===== src/rtl/vga_timing_pkg.sv =====
package vga_timing_pkg;

  typedef struct packed {
    logic [7:0] r;
    logic [7:0] g;
    logic [7:0] b;
  } pix_t;

  localparam pix_t PIX_BLACK  = '{r: 8'h00, g: 8'h00, b: 8'h00};
  localparam pix_t PIX_BLUE   = '{r: 8'h00, g: 8'h00, b: 8'hFF};
  localparam pix_t PIX_YELLOW = '{r: 8'hFF, g: 8'hFF, b: 8'h00};

  function automatic int unsigned axis_total(int unsigned act, int unsigned fp,
                                             int unsigned sw, int unsigned bp);
    return act + fp + sw + bp;
  endfunction

endpackage


===== src/rtl/vga_axis_counter.sv =====
module vga_axis_counter #(
  parameter int unsigned ACT = 1920,
  parameter int unsigned FP  = 128,
  parameter int unsigned SW  = 208,
  parameter int unsigned BP  = 336,
  localparam int unsigned TOTAL = vga_timing_pkg::axis_total(ACT, FP, SW, BP),
  localparam int unsigned CW    = $clog2(TOTAL)
) (
  input  logic          clk,
  input  logic          rst,
  input  logic          adv,
  output logic [CW-1:0] cnt,
  output logic          last,
  output logic          active,
  output logic          sync
);

  localparam logic [CW-1:0] LAST_POS   = CW'(TOTAL - 1);
  localparam logic [CW-1:0] SYNC_START = CW'(ACT + FP);
  localparam logic [CW-1:0] SYNC_END   = CW'(ACT + FP + SW);
  localparam logic [CW-1:0] ACT_END    = CW'(ACT);

  assign last   = (cnt == LAST_POS);
  assign active = (cnt < ACT_END);
  assign sync   = (cnt >= SYNC_START) && (cnt < SYNC_END);

  always_ff @(posedge clk) begin
    if (rst) begin
      cnt <= '0;
    end else if (adv) begin
      if (last) cnt <= '0;
      else      cnt <= cnt + 1'b1;
    end
  end

  // wrap back to the first active position after the last back-porch slot
  a_r1_wrap_to_zero: assert property (@(posedge clk) disable iff (rst)
    (adv && cnt == LAST_POS) |=> (cnt == '0));

  // single step otherwise
  a_r1_single_step: assert property (@(posedge clk) disable iff (rst)
    (adv && cnt != LAST_POS) |=> (cnt == $past(cnt) + 1'b1));

  // no movement without an advance
  a_r1_hold_idle: assert property (@(posedge clk) disable iff (rst)
    !adv |=> $stable(cnt));

endmodule


===== src/rtl/vga_test_pattern.sv =====
module vga_test_pattern #(
  parameter int unsigned HCW    = 12,
  parameter int unsigned VCW    = 11,
  parameter int unsigned BOX_W  = 600,
  parameter int unsigned BOX_H  = 478,
  parameter bit          ENABLE = 1'b1
) (
  input  logic [HCW-1:0]       hpos,
  input  logic [VCW-1:0]       vpos,
  input  logic                 visible,
  output vga_timing_pkg::pix_t pix
);
  import vga_timing_pkg::*;

  generate
    if (ENABLE) begin : g_pattern
      logic in_box;
      assign in_box = (32'(hpos) < BOX_W) && (32'(vpos) < BOX_H);
      assign pix    = !visible ? PIX_BLACK : (in_box ? PIX_BLUE : PIX_YELLOW);
    end else begin : g_no_pattern
      logic unused;
      assign unused = ^{hpos, vpos, visible};
      assign pix    = PIX_BLACK;
    end
  endgenerate

endmodule


===== src/rtl/vga_timing_gen.sv =====
module vga_timing_gen #(
  parameter int unsigned H_ACT      = 1920,
  parameter int unsigned H_FP       = 128,
  parameter int unsigned H_SW       = 208,
  parameter int unsigned H_BP       = 336,
  parameter int unsigned V_ACT      = 1200,
  parameter int unsigned V_FP       = 1,
  parameter int unsigned V_SW       = 3,
  parameter int unsigned V_BP       = 38,
  parameter bit          H_POL      = 1'b0,
  parameter bit          V_POL      = 1'b1,
  parameter int unsigned BOX_W      = 600,
  parameter int unsigned BOX_H      = 478,
  parameter bit          PATTERN_EN = 1'b1,
  localparam int unsigned H_TOT = vga_timing_pkg::axis_total(H_ACT, H_FP, H_SW, H_BP),
  localparam int unsigned V_TOT = vga_timing_pkg::axis_total(V_ACT, V_FP, V_SW, V_BP),
  localparam int unsigned HCW   = $clog2(H_TOT),
  localparam int unsigned VCW   = $clog2(V_TOT),
  localparam int unsigned XW    = $clog2(H_ACT),
  localparam int unsigned YW    = $clog2(V_ACT)
) (
  input  logic          clk,
  input  logic          rst,
  output logic          hsync_o,
  output logic          vsync_o,
  output logic          de_o,
  output logic [XW-1:0] col_o,
  output logic [YW-1:0] row_o,
  output logic [7:0]    red_o,
  output logic [7:0]    green_o,
  output logic [7:0]    blue_o
);
  import vga_timing_pkg::*;

  logic [HCW-1:0] hcnt;
  logic [VCW-1:0] vcnt;
  logic           h_last, h_act, h_sync;
  logic           v_last, v_act, v_sync;
  logic           v_unused_last;
  pix_t           pix_c;

  vga_axis_counter #(.ACT(H_ACT), .FP(H_FP), .SW(H_SW), .BP(H_BP)) u_hcnt (
    .clk(clk), .rst(rst), .adv(1'b1),
    .cnt(hcnt), .last(h_last), .active(h_act), .sync(h_sync)
  );

  vga_axis_counter #(.ACT(V_ACT), .FP(V_FP), .SW(V_SW), .BP(V_BP)) u_vcnt (
    .clk(clk), .rst(rst), .adv(h_last),
    .cnt(vcnt), .last(v_last), .active(v_act), .sync(v_sync)
  );

  assign v_unused_last = v_last;

  vga_test_pattern #(
    .HCW(HCW), .VCW(VCW), .BOX_W(BOX_W), .BOX_H(BOX_H), .ENABLE(PATTERN_EN)
  ) u_pattern (
    .hpos(hcnt), .vpos(vcnt), .visible(h_act && v_act), .pix(pix_c)
  );

  always_ff @(posedge clk) begin
    if (rst) begin
      hsync_o <= ~H_POL;
      vsync_o <= ~V_POL;
      de_o    <= 1'b0;
      col_o   <= '0;
      row_o   <= '0;
      red_o   <= '0;
      green_o <= '0;
      blue_o  <= '0;
    end else begin
      hsync_o <= h_sync ? H_POL : ~H_POL;
      vsync_o <= v_sync ? V_POL : ~V_POL;
      de_o    <= h_act && v_act;
      if (h_act) col_o <= hcnt[XW-1:0];
      if (v_act) row_o <= vcnt[YW-1:0];
      red_o   <= pix_c.r;
      green_o <= pix_c.g;
      blue_o  <= pix_c.b;
    end
  end

  // vertical sync moves only on the edge that presents horizontal position 0
  a_r4_vsync_line_aligned: assert property (@(posedge clk) disable iff (rst)
    (!$past(rst) && vsync_o != $past(vsync_o)) |-> (hcnt == HCW'(1)));

  // column held through horizontal blanking
  a_r5_col_hold: assert property (@(posedge clk) disable iff (rst)
    (hcnt >= HCW'(H_ACT)) |=> $stable(col_o));

  // reset clears enable and coordinates
  a_r6_reset_clears: assert property (@(posedge clk)
    rst |=> (!de_o && col_o == '0 && row_o == '0));

  // black outside the enabled area
  a_r7_black_blanking: assert property (@(posedge clk) disable iff (rst)
    !de_o |-> (red_o == 8'h00 && green_o == 8'h00 && blue_o == 8'h00));

endmodule


===== config.mk =====
export PLATFORM = sky130hd
export DESIGN_NAME = vga_timing_gen
export DESIGN_NICKNAME = d
export VERILOG_FILES = /design/src/rtl/vga_timing_pkg.sv /design/src/rtl/vga_axis_counter.sv /design/src/rtl/vga_test_pattern.sv /design/src/rtl/vga_timing_gen.sv
export SDC_FILE = /design/constraint.sdc
export NUM_CORES = 1
export LEC_CHECK = 0
export ABC_AREA = 1
export ABC_CLOCK_PERIOD_IN_PS = 1300
export BUFFER_PORTS_ARGS = -buffer_cell sky130_fd_sc_hd__buf_4
export CORE_AREA = 4 4 99 101
export CTS_CLUSTER_DIAMETER = 50
export DETAILED_ROUTE_END_ITERATION = 10
export DIE_AREA = 0 0 103 105
export GPL_ROUTABILITY_DRIVEN = 0
export PLACE_DENSITY = 0.52
export SETUP_SLACK_MARGIN = 0.15
export SLEW_MARGIN = 5
export SYNTH_ARGS = -nofsm -noshare
export SYNTH_HDL_FRONTEND = slang
export SYNTH_SLANG_ARGS = --single-unit

===== constraint.sdc =====
create_clock -name clk -period 1.3 [get_ports clk]
set_input_delay 0.065 -clock clk [delete_from_list [all_inputs] [get_ports clk]]
set_output_delay 0.065 -clock clk [all_outputs]
set_load 0.005 [all_outputs]

; ---- Word-level counts from Yosys, hierarchy flattened
; Cells that the tools add are included.
[totals]
out_inout_bits = 49
reg_bits = 72
inputBits = 2
[op_classes]
addsub = 2
eq_ne = 2
bitwise_logic = 1
muxes = 4
magnitude_cmp = 8
n_reduce_logical = 6
[op_table]
columns = cell, n
row1 = $mux 24, 1
row2 = $lt 11x11->1 const B, 2
row3 = $add 12x1->12 const B, 1
row4 = $eq 12x12->1 const B, 1
row5 = $ge 12x12->1 const B, 1
row6 = $lt 12x10->1 const B, 1
row7 = $lt 12x11->1 const B, 1
row8 = $lt 12x12->1 const B, 1
row9 = $add 11x1->11 const B, 1
row10 = $eq 11x11->1 const B, 1
row11 = $ge 11x11->1 const B, 1
row12 = $lt 11x9->1 const B, 1
row13 = $mux 11, 1
row14 = $logic_and 1x1->1, 4
row15 = $reduce_or 2->1, 2
row16 = $mux 1, 2
row17 = $not 1->1, 1

; ---- Logic depth before layout (Yosys ltp)
; Gate-level depths: netlist of run 1.
[depth]
ltp_word = 4
ltp_mapped = 9
mapped_depth_nobuf = 9

; ---- Modules after synthesis
; Synthesis of run 1 repeated with hierarchy kept, for this count alone.
[unflattened]
hier_cells = 450
area_unflattened_um2 = 3352.0
[modules_own_cells]
columns = mod, cells_each, area_each_um2, n_inst, seq_area_each_um2
row1 = vga_timing_gen, 224, 1785.5, 1, 980.9
row2 = vga_axis_counter (u_hcnt), 94, 681.9, 1, 240.2
row3 = vga_axis_counter (u_vcnt), 91, 631.9, 1, 220.2
row4 = vga_test_pattern, 41, 252.7, 1, 0.0

; ---- Worst setup path before layout of run 1
; No wires, ideal clock.
[synth_path]
path_type = reg2reg
start = register u_hcnt.cnt[0]
end = register u_vcnt.cnt[10]
setup_ns = 0.113
arrival_ns = 1.240
setup_slack_ns = -0.053
n_path_buf = 0
required_time_ns = 1.187
stages_incl_launch_ff = 9
path_cell_list = dfxtp_1 ha_1 nand2_1 nor2_4 nand3_2 nand2_4 nand2_2 nand2_1 nor2_1
[synth_between]
elab_chain_len = 1
[synth_lines]
columns = element, line_no
row1 = "start, declared", vga_axis_counter.sv:12  ; output logic [CW-1:0] cnt,
row2 = "start signal, assigned", vga_axis_counter.sv:32  ; else cnt <= cnt + 1'b1;
row3 = $eq 12x12->1, vga_axis_counter.sv:23  ; assign last = (cnt == LAST_POS);
row4 = "end signal, assigned", vga_axis_counter.sv:32
row5 = "end, declared", vga_axis_counter.sv:12
; No other way between the ends.
; A chain may end at the register's enable or synchronous reset.

; ---- Final worst setup path of run 1
[layout_path]
start = register u_hcnt.cnt[0]
end = register u_hcnt.cnt[11]
[layout_between]
elab_chain_len = 2
[layout_lines]
columns = element
row1 = branches (longest 2 deep; another with $add 12x1->12)
; Parallel ways; which one is timed is not known.

==> qor.csv, run 1 <==
stage;metric;value;unit
outcome;status;finished, violations left;
outcome;failing checks;hold timing, setup timing;
clocking;htree depth;2;
worst_setup_path;CP arrival;1.57;ns
grt;gr usage total;13.0;%
cells_and_area;Core Util, Final;43.8;%
cells_and_area;commonest non-fill, non-tap cell in the layout;buf_4;
clocking;worst skew pair latency;0.30;ns
yosys;Mapped Nets;380;
timing;final worst setup slack;-0.0766;ns
grt;vias in the first global route;2514;
yosys;post-synthesis simple-gate area fraction;35.5;%
power_and_ir_drop;Tot Pwr;2.68;mW
yosys;Post-synth ARST share;0;%
floorplanning;initial core utilization;28.8;%
min_path;Hold Crit Class;in2reg;
power_and_ir_drop;Cell Int Power;2.05;mW
routing;DRC Markers;0;
clocking;clock sinks;50;
yosys;synthesized flop and latch total;50;
power_and_ir_drop;net switching power;0.632;mW
yosys;multiplexer share of the synthesized area;0;%
worst_setup_path;CP startpoint;u_hcnt.cnt[0];
cells_and_area;Post-Layout Cell Count;579;
cells_and_area;most frequent cells in the layout;101 x buf_4, 63 x nand2_1, 45 x nor2_1;
floorplanning;die footprint;10800;um^2
routing;drt pass-1 iters;6;
grt;first-pass GRT wire length;11600;um
timing;Tcrit/Tclk final;106;%
yosys;post-synthesis adder-cell area fraction;1.45;%
timing;FMAX;726;MHz
cells_and_area;layout cell share with drive strength beyond 1;46.2;%
timing;Tmin final;1.38;ns
worst_setup_path;Setup Crit Path Kind;reg2reg;
job;MaxCap Viol Count;0;
floorplanning;IO Pins;51;
yosys;Post-synth EDFFs;0;
timing;final-report setup violation count;21;
yosys;area fraction in compound gates after synthesis;8.49;%
power_and_ir_drop;Worst VDD drop;474;uV
place;Port Buffers;50;
worst_setup_path;slowest stage cell, crit path;dfxtp_2;
routing;initial drt markers;112;
routing;Vias;2635;
clocking;CTS tree;done;
grt;initial antenna violation count;0;
place;placed insts;552;
power_and_ir_drop;leakage power;1.83;nW
grt;pin count of the biggest net entering global routing;25;
floorplanning;Die Ht;105;um
routing;Post-DRT Antenna Nets;0;
worst_setup_path;Max stage delay on crit path;0.37;ns
timing;relative slew slack;71.0;%
power_and_ir_drop;combinational power share;6.6;%
timing;RSZ-0062 raised after global routing;yes;
timing;Pins Over Slew Limit;0;
power_and_ir_drop;power per cell area;680;nW/um^2
worst_setup_path;WP data required;1.50;ns
worst_setup_path;Worst setup EP type;flip-flop;
routing;via/cell ratio;4.55;
grt;grt ovf;0;
cells_and_area;number of fill cells;905;
yosys;mapped cell area;2590;um^2
power_and_ir_drop;switch share;23.5;%
timing;worst slew pin tran;0.432;ns
worst_setup_path;CP cell instances;ha_4, nand2_4, nor2_4, nand3_4, nand2_8, clkbuf_16, a21oi_1;
yosys;sequential share of the synthesized area;38.6;%
timing;worst-case hold slack;-0.00343;ns
yosys;number of distinct library cells after synthesis;27;
timing;final hold vios;3;
worst_setup_path;CP Launch Type;flip-flop;
clocking;clock root buffer;clkbuf_8;
yosys;Synth Warn #;0;
clocking;CTS buffer count;5;
power_and_ir_drop;clock network power share;35.7;%
floorplanning;die width;103;um
place;dpl ws;-0.189;ns
yosys;largest family of logic cells by synthesized area;simple AND/OR/NAND/NOR gates;
yosys;Synth Instances;375;
yosys;Post-Synth XOR/XNOR Area;0.675;%
min_path;min-delay src;rst;
cells_and_area;Nets;472;
cells_and_area;Syn-to-layout area delta;52.2;%
yosys;synthesized area per cell;6.92;um^2
floorplanning;Core Box Area;9020;um^2
place;placed wire-length estimate;5120;um
routing;Routed WL;7230;um
timing;clock skew;0.00968;ns
cells_and_area;# diodes;0;
routing;DR WL/cell;12.5;um
worst_setup_path;maximum net fanout on the critical path;6;
floorplanning;Site Rows;35;
clocking;CTS max path bufs;2;
worst_setup_path;worst r2r src;u_hcnt.cnt[0];
yosys;most frequently used flop master after synthesis;dfxtp_1;
clocking;CTS clk-pin slew, worst paths;0.09;ns
power_and_ir_drop;Seq pwr share;57.7;%
[layout make-up]
| type | instances | area, um^2 | area share (%) |
|---|---|---|---|
| tap | 111 | 139 | 3.52 |
| timing repair buffer | 117 | 976 | 24.7 |
| inverter | 43 | 171 | 4.34 |
| multi-input combinational | 250 | 1530 | 38.8 |
| clock buffer | 6 | 82.6 | 2.09 |
| clock inverter | 2 | 12.5 | 0.317 |
| sequential | 50 | 1040 | 26.3 |
[Yosys cell counts, drive strengths merged, types with 4 or more instances]
| cell | instances | area share [%] |
|---|---|---|
| nand4 | 12 | 3.1 |
| dfxtp | 50 | 39 |
| nor3 | 5 | 0.96 |
| a21oi | 24 | 4.6 |
| a211oi | 4 | 1.2 |
| o21ai | 12 | 2.3 |
| nand2 | 80 | 12 |
| nor2 | 74 | 12 |
| inv | 42 | 6.1 |
| nand3 | 23 | 4.6 |
| nand3b | 10 | 2.9 |
| buf | 29 | 8.6 |
[metal layers]
metal	GRT usage (%)	wire length, um	part of all wire, %	vias to the layer above
met4	3.24	55	0.76	0
met2	22.3	3660	51	52
met1	16.8	3210	44	1217
li1	-	-	-	1361
met3	2.20	307	4.2	5
met5	0	0	0	-
[final timing paths]
path | end | slack, ns | cells after the start
setup / recovery | u_hcnt.cnt[11] | -0.08 | 7
hold / removal | col_o[8] | -0.003 | 2
setup reg to reg | u_hcnt.cnt[11] | -0.08 | 7
hold reg to reg | row_o[10] | 0.45 | 2
[registers in the layout (all words and copies together) (netlist names)]
register / flops
u_hcnt.cnt: 12
col_o: 11
row_o: 11
u_vcnt.cnt: 11
blue_o: 1
de_o: 1
hsync_o: 1
red_o: 1
vsync_o: 1
[cells by family (layout without fill, tap and decap cells)]
group	Yosys count	count (layout)
XOR/XNOR	2	2
flip-flops	50	50
AND/OR/NAND/NOR	204	204
buffers and inverters	75	168
adder cells (fa/ha/maj)	3	3
AO/OA/AOI/OAI	41	41
[critical path, delay by kind of cell, from the launching register on]
kind,cells,cell delay [ns]
adders and majority gates,1,0.15
AOI/OAI and AO/OA,1,0.04
DFF,1,0.37
buffers and inverters,1,0.17
and+or+nand+nor,4,0.54
[per-stage QoR]
stage,cell area (um^2),setup TNS [ns]
after CTS,3610,0
after detailed placement,3310,-0.508
after global routing,3950,-2.68
after global placement,3310,-0.571
final,3950,-1.11
after floorplan,2640,0
[power by group through the flow]
stage               Sequential [mW]  Clock [mW]  Combinational, mW
floorplan                      1.60           0             0.0783
global placement               1.60           0              0.136
detailed placement             1.60           0              0.140
CTS                            1.56        1.00              0.143
global route                   1.55        1.05              0.198
finish                         1.55       0.957              0.178
[timing repair]
item / in CTS / in global routing
pin swaps: 19 / 20
setup buffers: 7 / 7
cloned: 0 / 4
hold endpoints to repair: 5 / 1
gates resized for setup: 49 / 68
endpoints found under the setup margin: 62 / 47
(Power assumes the default switching activity.)
==> run 2, diff against run 1 <==
Settings changed: ABC_CLOCK_PERIOD_IN_PS 1300 to not set, BUFFER_PORTS_ARGS -buffer_cell sky130_fd_sc_hd__buf_4 to -buffer_cell sky130_fd_sc_hd__buf_2, CORE_AREA 4 4 99 101 to 4 4 78 80, DIE_AREA 0 0 103 105 to 0 0 82 84, PLACE_DENSITY 0.52 to 0.77.
==> qor.csv, run 2 (synthesized netlist as in run 1, its figures left out) <==
stage;metric;value;unit
power_and_ir_drop;power per cell area;746;nW/um^2
timing;Tcrit/Tclk final;106;%
worst_setup_path;WP data required;1.51;ns
job;MaxCap Viol Count;0;
grt;vias in the first global route;2341;
clocking;Post-CTS Hold Buffers;0;
worst_setup_path;worst r2r src;u_vcnt.cnt[1];
power_and_ir_drop;leakage power;1.67;nW
floorplanning;die footprint;6890;um^2
worst_setup_path;Worst setup EP type;flip-flop;
routing;initial drt markers;199;
timing;final-report setup violation count;16;
worst_setup_path;CP arrival;1.59;ns
clocking;clock sinks;50;
grt;pin count of the biggest net entering global routing;25;
cells_and_area;Syn-to-layout area delta;34.9;%
clocking;CTS max path bufs;2;
power_and_ir_drop;Worst VDD drop;629;uV
clocking;htree depth;2;
timing;FMAX;724;MHz
clocking;CTS tree;done;
floorplanning;initial core utilization;48.0;%
grt;grt ovf;0;
timing;relative slew slack;74.1;%
place;placed insts;490;
floorplanning;Die Ht;84;um
min_path;hold endpoint;u_vcnt.cnt[5];
floorplanning;die width;82;um
routing;Vias;2665;
clocking;clock root buffer;clkbuf_8;
cells_and_area;most frequent cells in the layout;59 x nand2_1, 53 x nor2_1, 50 x buf_2;
cells_and_area;Largest register FFs;12;
timing;worst-case hold slack;0.0112;ns
worst_setup_path;number of cells on the worst reg-to-reg path;9;
place;placed wire-length estimate;4470;um
worst_setup_path;Setup Crit Path Kind;reg2reg;
power_and_ir_drop;Tot Pwr;2.61;mW
grt;first-pass GRT wire length;10400;um
floorplanning;Core Box Area;5410;um^2
floorplanning;Site Rows;27;
floorplanning;IO Pins;51;
routing;drt pass-1 iters;5;
worst_setup_path;CP Launch Type;flip-flop;
min_path;hold depth;2;
routing;Routed WL;7040;um
cells_and_area;Post-Layout Cell Count;513;
timing;setup TNS;-0.478;ns
routing;DR WL/cell;13.7;um
outcome;status;finished, violations left;
routing;Post-DRT Antenna Nets;0;
timing;RSZ-0062 raised after global routing;yes;
timing;final hold vios;0;
grt;initial antenna violation count;0;
worst_setup_path;FF-to-FF End;u_vcnt.cnt[10];
grt;gr usage total;19.0;%
clocking;CTS clk-pin slew, worst paths;0.09;ns
cells_and_area;commonest non-fill, non-tap cell in the layout;nand2_1;
worst_setup_path;maximum net fanout on the critical path;6;
cells_and_area;register bank with the most flops;u_hcnt.cnt;
timing;Pins Over Slew Limit;0;
clocking;worst skew pair latency;0.31;ns
clocking;CTS buffer count;5;
routing;via/cell ratio;5.19;
place;Port Buffers;50;
outcome;failing checks;setup timing;
timing;Tmin final;1.38;ns
routing;DRC Markers;0;
timing;worst slew pin tran;0.386;ns
cells_and_area;# diodes;0;
min_path;min-delay src;rst;
timing;final worst setup slack;-0.0820;ns
timing;clock skew;0.00634;ns
worst_setup_path;reg2reg setup slack;-0.08;ns
cells_and_area;layout cell share with drive strength beyond 1;42.6;%
cells_and_area;Nets;445;
min_path;Hold Crit Class;in2reg;
## run 2: cell types whose count changed in the layout (fill, tap and decap cells not counted), moves of 4 or more
cell	change
nand3_2	+5
nor2_2	-7
buf_4	-74
buf_2	+49
nor2_1	+8
nand2_1	-4
nand3_1	-5
## run 2: repair_timing
item	in CTS	in global routing
setup endpoints to repair	47	65
cloned	2	0
setup buffers	6	7
pin swaps	12	23
resized for setup	48	65
## run 2: worst max path at each step
stage | start | end | slack, ns | cells past startpoint
5_1_grt | u_vcnt.cnt[1] | u_vcnt.cnt[10] | -0.14 | 9
4_1_cts | u_vcnt.cnt[1] | u_vcnt.cnt[1] | 0.02 | 8
2_1_floorplan | u_hcnt.cnt[1] | u_hcnt.cnt[9] | 0.03 | 7
3_3_place_gp | u_vcnt.cnt[0] | u_vcnt.cnt[10] | -0.13 | 9
6_report | u_vcnt.cnt[1] | u_vcnt.cnt[10] | -0.08 | 9
3_5_place_dp | u_vcnt.cnt[0] | u_vcnt.cnt[10] | -0.11 | 9
## run 2: worst max-delay path: stages (launching register included)
cell and delay (ns):
dfxtp_4 0.38, inv_2 0.06, ha_4 0.14, nand2_2 0.05, nor2_2 0.13, nand3_2 0.16
nand2_2 0.14, nand2_4 0.10, nand2_2 0.07, nor2_1 0.04
## run 2: power breakdown
part	internal [mW]	total (mW)	switching (mW)
clock	0.431	0.949	0.519
sequential	1.53	1.54	0.0144
combinational	0.0507	0.116	0.0657
## run 2: stage by stage
step	setup slack [ns]	utilization (%)	instance area (um^2)
3_5_place_dp	-0.113	54.5	2950
6_report	-0.0820	64.7	3500
5_1_grt	-0.141	64.7	3500
3_3_place_gp	-0.129	54.5	2950
4_1_cts	0.0234	60.2	3250
2_1_floorplan	0.0308	-	2640
## run 2: cell type report
type | count | area (um^2)
clock buffers | 7 | 86.3
repair buffers | 90 | 617
fillers | 465 | 1910
clock inverters | 1 | 5.00
multi-input cells | 250 | 1490
well taps | 72 | 90.1
inverters | 43 | 166
flip-flops and latches | 50 | 1050
## run 2: per-layer routing
metal | up-vias | wire length, um | track usage, %
li1 | 1301 | - | -
met4 | 0 | 226 | 6.34
met2 | 100 | 3360 | 31.0
met1 | 1237 | 2950 | 24.7
met3 | 27 | 505 | 3.78
met5 | - | 0 | 0
